[config.mk]
export PLATFORM = sky130hd
export DESIGN_NAME = fault_supervisor
export DESIGN_NICKNAME = d
export VERILOG_FILES = /design/src/rtl/fs_pkg.sv /design/src/rtl/fs_sat_counter.sv /design/src/rtl/fs_restart_ctl.sv /design/src/rtl/fault_supervisor.sv
export SDC_FILE = /design/constraint.sdc
export NUM_CORES = 1
export LEC_CHECK = 0
export CAP_MARGIN = 20
export CORE_AREA = 2 2 39 41
export DETAILED_ROUTE_END_ITERATION = 16
export DIE_AREA = 0 0 41 43
export GPL_TIMING_DRIVEN = 0
export PLACE_DENSITY = 0.69
export SLEW_MARGIN = 15
export SYNTH_ARGS = -nofsm -noshare
export SYNTH_HDL_FRONTEND = slang
export SYNTH_SLANG_ARGS = --single-unit
[constraint.sdc]
create_clock -name clk -period 1.9 [get_ports clk]
set_input_delay 0.475 -clock clk [delete_from_list [all_inputs] [get_ports clk]]
set_output_delay 0.475 -clock clk [all_outputs]
set_load 0.01 [all_outputs]
[src/rtl/fs_pkg.sv]
package fs_pkg;
  typedef enum logic [1:0] {
    RS_IDLE  = 2'd0,
    RS_WAIT  = 2'd1,
    RS_DRAIN = 2'd2
  } rs_state_e;

  localparam int NUM_CNT = 2;
  localparam int CNT_OC  = 0;
  localparam int CNT_UV  = 1;
endpackage

[src/rtl/fs_sat_counter.sv]
module fs_sat_counter #(
  parameter int W   = 2,
  parameter int MAX = 3
) (
  input  logic         clk,
  input  logic         rst_n,
  input  logic         clr,
  input  logic         inc,
  output logic [W-1:0] count
);
  localparam logic [W-1:0] CAP = W'(MAX);

  logic [W-1:0] cnt_q;
  logic [W-1:0] cnt_d;
  logic         cnt_en;

  assign cnt_en = clr | inc;

  always_comb begin
    cnt_d = cnt_q;
    if (clr) begin
      cnt_d = '0;
    end else if (inc && (cnt_q != CAP)) begin
      cnt_d = cnt_q + 1'b1;
    end
  end

  always_ff @(posedge clk or negedge rst_n) begin
    if (!rst_n) begin
      cnt_q <= '0;
    end else if (cnt_en) begin
      cnt_q <= cnt_d;
    end
  end

  assign count = cnt_q;
endmodule

[src/rtl/fs_restart_ctl.sv]
module fs_restart_ctl
  import fs_pkg::*;
(
  input  logic clk,
  input  logic rst_n,
  input  logic clr,
  input  logic start,
  input  logic ramp_full,
  input  logic ramp_low,
  output logic active,
  output logic drain
);
  rs_state_e st_q;
  rs_state_e st_d;

  always_comb begin
    st_d = st_q;
    if (clr) begin
      st_d = RS_IDLE;
    end else begin
      case (st_q)
        RS_IDLE:  if (start)     st_d = RS_WAIT;
        RS_WAIT:  if (ramp_full) st_d = RS_DRAIN;
        RS_DRAIN: if (ramp_low)  st_d = RS_IDLE;
        default:                 st_d = RS_IDLE;
      endcase
    end
  end

  always_ff @(posedge clk or negedge rst_n) begin
    if (!rst_n) begin
      st_q <= RS_IDLE;
    end else begin
      st_q <= st_d;
    end
  end

  assign active = (st_q != RS_IDLE);
  assign drain  = (st_q == RS_DRAIN);
endmodule

[src/rtl/fault_supervisor.sv]
module fault_supervisor
  import fs_pkg::*;
#(
  parameter int CNT_W       = 2,
  parameter int RETRY_LIMIT = 3
) (
  input  logic clk,
  input  logic rst_n,
  input  logic core_ov,
  input  logic core_oc,
  input  logic uv_rail2,
  input  logic uv_rail3,
  input  logic uv_rail4,
  input  logic ramp_a_full,
  input  logic ramp_b_full,
  input  logic ramp_a_low,
  input  logic all_good,
  input  logic bias_ok,
  output logic inhibit,
  output logic discharge_a,
  output logic discharge_b,
  output logic lowside_on,
  output logic fault_latched
);
  localparam logic [CNT_W-1:0] LAST_RETRY = CNT_W'(RETRY_LIMIT - 1);

  // qualified fault flags
  logic uv2_q, uv3_q, uv4_q;
  logic hard_evt, armed, oc_evt, uv_evt, any_evt, limit_hit;
  logic rs_start, rs_clr, rs_active, rs_drain;
  logic fault_q, fault_d, ov_q, ov_d;
  logic [NUM_CNT-1:0] cnt_inc, cnt_clr;
  logic [CNT_W-1:0]   cnt_val [NUM_CNT];

  assign uv2_q    = uv_rail2 & ramp_a_full;
  assign uv3_q    = uv_rail3 & ramp_b_full;
  assign uv4_q    = uv_rail4 & ramp_a_full;
  assign hard_evt = core_ov | uv4_q;
  assign armed    = bias_ok & ~fault_q & ~rs_active;
  assign oc_evt   = armed & core_oc;
  assign uv_evt   = armed & (uv2_q | uv3_q);
  assign any_evt  = oc_evt | uv_evt | hard_evt;

  assign limit_hit = (oc_evt & (cnt_val[CNT_OC] == LAST_RETRY)) |
                     (uv_evt & (cnt_val[CNT_UV] == LAST_RETRY));

  // latch-off outranks retry
  assign rs_start = (oc_evt | uv_evt) & ~hard_evt & ~limit_hit;

  assign cnt_inc[CNT_OC] = oc_evt & ~hard_evt;
  assign cnt_inc[CNT_UV] = uv_evt & ~hard_evt;

  generate
    for (genvar g = 0; g < NUM_CNT; g++) begin : g_cnt
      assign cnt_clr[g] = ~bias_ok | (all_good & armed & ~any_evt);
      fs_sat_counter #(
        .W   (CNT_W),
        .MAX (RETRY_LIMIT)
      ) u_cnt (
        .clk   (clk),
        .rst_n (rst_n),
        .clr   (cnt_clr[g]),
        .inc   (cnt_inc[g]),
        .count (cnt_val[g])
      );
    end
  endgenerate

  always_comb begin
    fault_d = fault_q;
    ov_d    = ov_q;
    if (!bias_ok) begin
      fault_d = 1'b0;
      ov_d    = 1'b0;
    end else begin
      if (hard_evt || limit_hit) fault_d = 1'b1;
      if (core_ov)               ov_d    = 1'b1;
    end
  end

  always_ff @(posedge clk or negedge rst_n) begin
    if (!rst_n) begin
      fault_q <= 1'b0;
      ov_q    <= 1'b0;
    end else begin
      fault_q <= fault_d;
      ov_q    <= ov_d;
    end
  end

  assign rs_clr = ~bias_ok | fault_d;

  fs_restart_ctl u_restart (
    .clk       (clk),
    .rst_n     (rst_n),
    .clr       (rs_clr),
    .start     (rs_start),
    .ramp_full (ramp_a_full),
    .ramp_low  (ramp_a_low),
    .active    (rs_active),
    .drain     (rs_drain)
  );

  assign inhibit       = fault_q | rs_active;
  assign discharge_a   = fault_q | rs_drain;
  assign discharge_b   = fault_q | rs_active;
  assign lowside_on    = ov_q;
  assign fault_latched = fault_q;
endmodule

==> impl_metrics.py <==
metrics = {
    "run_status": {
        "status": "finished, final reports clean",
    },
    "synthesis": {
        "yosysWarnings": 0,
        "yosys.area_share.adder": 0.0988,
        "syn_avg_cell_area_um2": 9.94,
        "ys_ff_latch": 8,
        "synthSimpleGateAreaFrac": 0.277,
        "synth-compound-area-share": 0.131,
        "synthCells": 51,
        "syn_nets": 67,
        "synthMuxAreaShare": 0.0198,
        "ys_types": 26,
        "ys_seq_area_frac": 0.395,
        "synthXorXnorAreaFrac": 0.0346,
        "syn-cell-area_um2": 507,
        "synth_top_family_by_area": "simple AND/OR/NAND/NOR gates",
    },
    "global_routing": {
        "grt_pass1_vias": 425,
        "gr-total-overflow": 0,
        "grt_pass1_wl_um": 1600,
        "grt_usage": 0.138,
        "grt_max_degree": 9,
        "antenna_found_initial": 0,
    },
    "placed_design": {
        "place.gp.congestion": 0.665,
        "place_inst": 83,
        "dp_hpwl_um": 827,
        "numPortBuffers": 16,
        "dpl_cell_area_um2": 687,
    },
    "worst_setup_path": {
        "crit_path_end_kind": "output pin",
        "slowest_delay_ns": 0.38,
        "arrival_ns": 1.35,
        "crit_type": "reg2out",
        "path_cells": "or3_4 > buf_4 > clkdlybuf4s15_1",
        "r2r_start": "u_restart.st_q[0]",
        "critPathRequiredTime_ns": 1.42,
        "startpoint_type": "flop",
        "crit_path_start": "u_restart.st_q[0]",
        "crit_fanout": 2,
        "slowest_stage": "or3_4",
    },
    "route": {
        "vias": 443,
        "ant_nets": 0,
        "first_pass_iters": 3,
        "routed.top_layer": "met4",
        "wl_met1_um": 463,
        "drt-initial-drc-count": 1,
        "wl_met3_um": 75,
        "drc": 0,
        "wl_per_cell_um": 11.7,
        "vias_per_cell": 4.98,
        "drt_wl_total_um": 1040,
        "met2_wirelength_um": 485,
    },
    "power": {
        "clkPwrFrac": 0.304,
        "p_comb_frac": 0.243,
        "power.leakage_nw": 0.337,
        "p_sw_frac": 0.234,
        "p_per_area_nw_per_um2": 533,
        "pwr-share-seq": 0.453,
        "p_int_mw": 0.304,
        "ir_drop_v": 0.000364,
        "total_power_mw": 0.397,
        "switchingPower_mw": 0.0930,
    },
    "worst_hold_path": {
        "hold_class": "reg2reg",
        "worstHoldStart": "lowside_on",
    },
    "job": {
        "cap_violations": 0,
    },
    "clocking": {
        "cts_tree": "yes",
        "ctsHoldBuffers": 0,
        "clkSinkCount": 8,
        "htreeDepth": 1,
        "clkSlewWorstSetupHoldPaths_ns": 0.05,
        "numCtsBuffers": 3,
        "clk_path_buf_depth": 2,
        "worstSkewPairLatency_ns": 0.24,
        "cts_root_buffer": "clkbuf_4",
    },
    "timing": {
        "drv_slew": 0,
        "worstMarginPinSlew_ns": 0.357,
        "slew-limit-headroom": 0.759,
        "hold_viol_final": 0,
        "fmax_ghz": 0.549,
        "finalCritPeriodShare": 0.958,
        "rsz0062_at_grt": "no",
        "skew_ns": 0.000353,
        "period_needed_ns": 1.82,
        "setup_viol": 0,
    },
    "cells_and_area": {
        "post-route-cell-area_um2": 746,
        "fin_cells": 89,
        "nNetsFinal": 91,
        "drive_gt1_frac": 0.178,
        "insertedDiodeCount": 0,
        "fin_util": 0.539,
        "areaGrowthSynthToFinish_pct": 47.2,
    },
    "floorplan": {
        "row_count": 14,
        "initial_core_util": 0.366,
        "ioPinCount": 17,
        "die_h_um": 43,
        "core_um2": 1380,
        "die-area_um2": 1760,
        "die_width_um": 41,
    },
}
## path summary, 6_finish.rpt
path / end / slack, ns / depth (start not counted)
max: inhibit / 0.08 / 3
min: lowside_on / 0.48 / 1
max reg2reg: g_cnt[1].u_cnt.count[1] / 0.11 / 5
min reg2reg: lowside_on / 0.48 / 1
max in group asynchronous: fault_latched / 1.12 / 1
min in group asynchronous: g_cnt[1].u_cnt.count[1] / 0.51 / 1
## final cells by class
class | count | area (um^2)
fillers | 138 | 638
multi-input cells | 38 | 302
flip-flops and latches | 8 | 200
repair buffers | 19 | 179
clock buffers | 3 | 22.5
well taps | 16 | 20.0
inverters | 4 | 15.0
plain buffers | 1 | 7.51
## flip-flops by register name, indices dropped and copies added, names as in the netlist
| register | count |
|---|---|
| u_restart.st_q | 2 |
| lowside_on | 1 |
| fault_latched | 1 |
| g_cnt.u_cnt.count | 4 |
## worst max-delay path: cells and delay by family, from the launching register on
family,cells,cell delay [ns]
DFF,1,0.37
buffers and inverters,2,0.35
and+or+nand+nor,1,0.38
## what timing repair did
item | CTS | global route
endpoints found under the hold margin | 0 | 0
buffers inserted | 3 | 0
setup endpoints to repair | 6 | 3
gates resized for setup | 4 | 4
## kinds of logic after synthesis
logic type,count (synthesis)
flops,8
simple gates,21
buf+inv,5
mux,1
xor+xnor,2
compound gates,10
fa+ha+maj,4
## stage by stage
stage | hold slack [ns] | worst slack (ns) | setup TNS, ns
4_1_cts | 0.489 | 0.0218 | 0
5_1_grt | 0.497 | 0.0238 | 0
3_5_place_dp | 0.477 | -0.389 | -1.70
3_3_place_gp | 0.470 | -0.394 | -1.92
2_1_floorplan | 0.179 | 0.264 | 0
6_report | 0.481 | 0.0799 | 0
## cell usage in the layout, fill, tap and decap left out
master           Yosys  layout
clkdlybuf4s50_1      0      12
dfrtp_1              8       8
nor2_1               5       5
inv_1                4       4
nand2_1              4       4
ha_1                 4       4
buf_4                1       4
a21oi_1              3       3
clkbuf_4             0       3
dlygate4sd2_1        0       3
nand2b_1             2       2
nor4b_2              0       2
xnor2_1              2       2
or4b_4               1       1
a22o_1               1       1
a22oi_1              1       1
a21o_1               1       1
o21ai_0              1       1
and2_1               1       1
or3_4                0       1
a221oi_1             1       1
nor3_1               1       1
o22ai_1              1       1
o21a_1               1       1
nand4b_1             1       1
or2_2                1       1
nand4_1              1       1
nor4b_4              1       1
mux2i_1              1       1
clkdlybuf4s15_1      0       1
## metal layers
metal,GRT usage,up-vias
met5,0,-
li1,-,228
met1,0.157,198
met2,0.213,15
met3,0.0314,2
met4,0.100,0
## power groups by stage
stage / clock, mW / sequential [mW] / combinational (mW)
floorplan: 0 / 0.185 / 0.0379
global placement: 0 / 0.185 / 0.0917
detailed placement: 0 / 0.185 / 0.0917
CTS: 0.128 / 0.179 / 0.0937
global route: 0.136 / 0.180 / 0.107
finish: 0.121 / 0.180 / 0.0965
## synthesized netlist by cell type
master    number  area (um^2)
nor2_1         5         18.8
nand4b_1       1         8.76
a221oi_1       1         8.76
nor4b_1        2         17.5
a22o_1         1         8.76
dfrtp_1        8          200
mux2i_1        1         10.0
inv_1          4         15.0
o21a_1         1         7.51
nand2b_1       2         12.5
or3_1          1         6.26
ha_1           4         50.1
o22ai_1        1         6.26
a21o_1         1         7.51
or2_2          1         6.26
and2_1         1         6.26
nand2_1        4         15.0
xnor2_1        2         17.5
nor3_1         1         5.00
o21ai_0        1         5.00
nor4b_4        1         23.8
a21oi_1        3         15.0
or4b_4         1         13.8
nand4_1        1         6.26
buf_4          1         7.51
a22oi_1        1         7.51
Power figures use the tool's default switching activity.
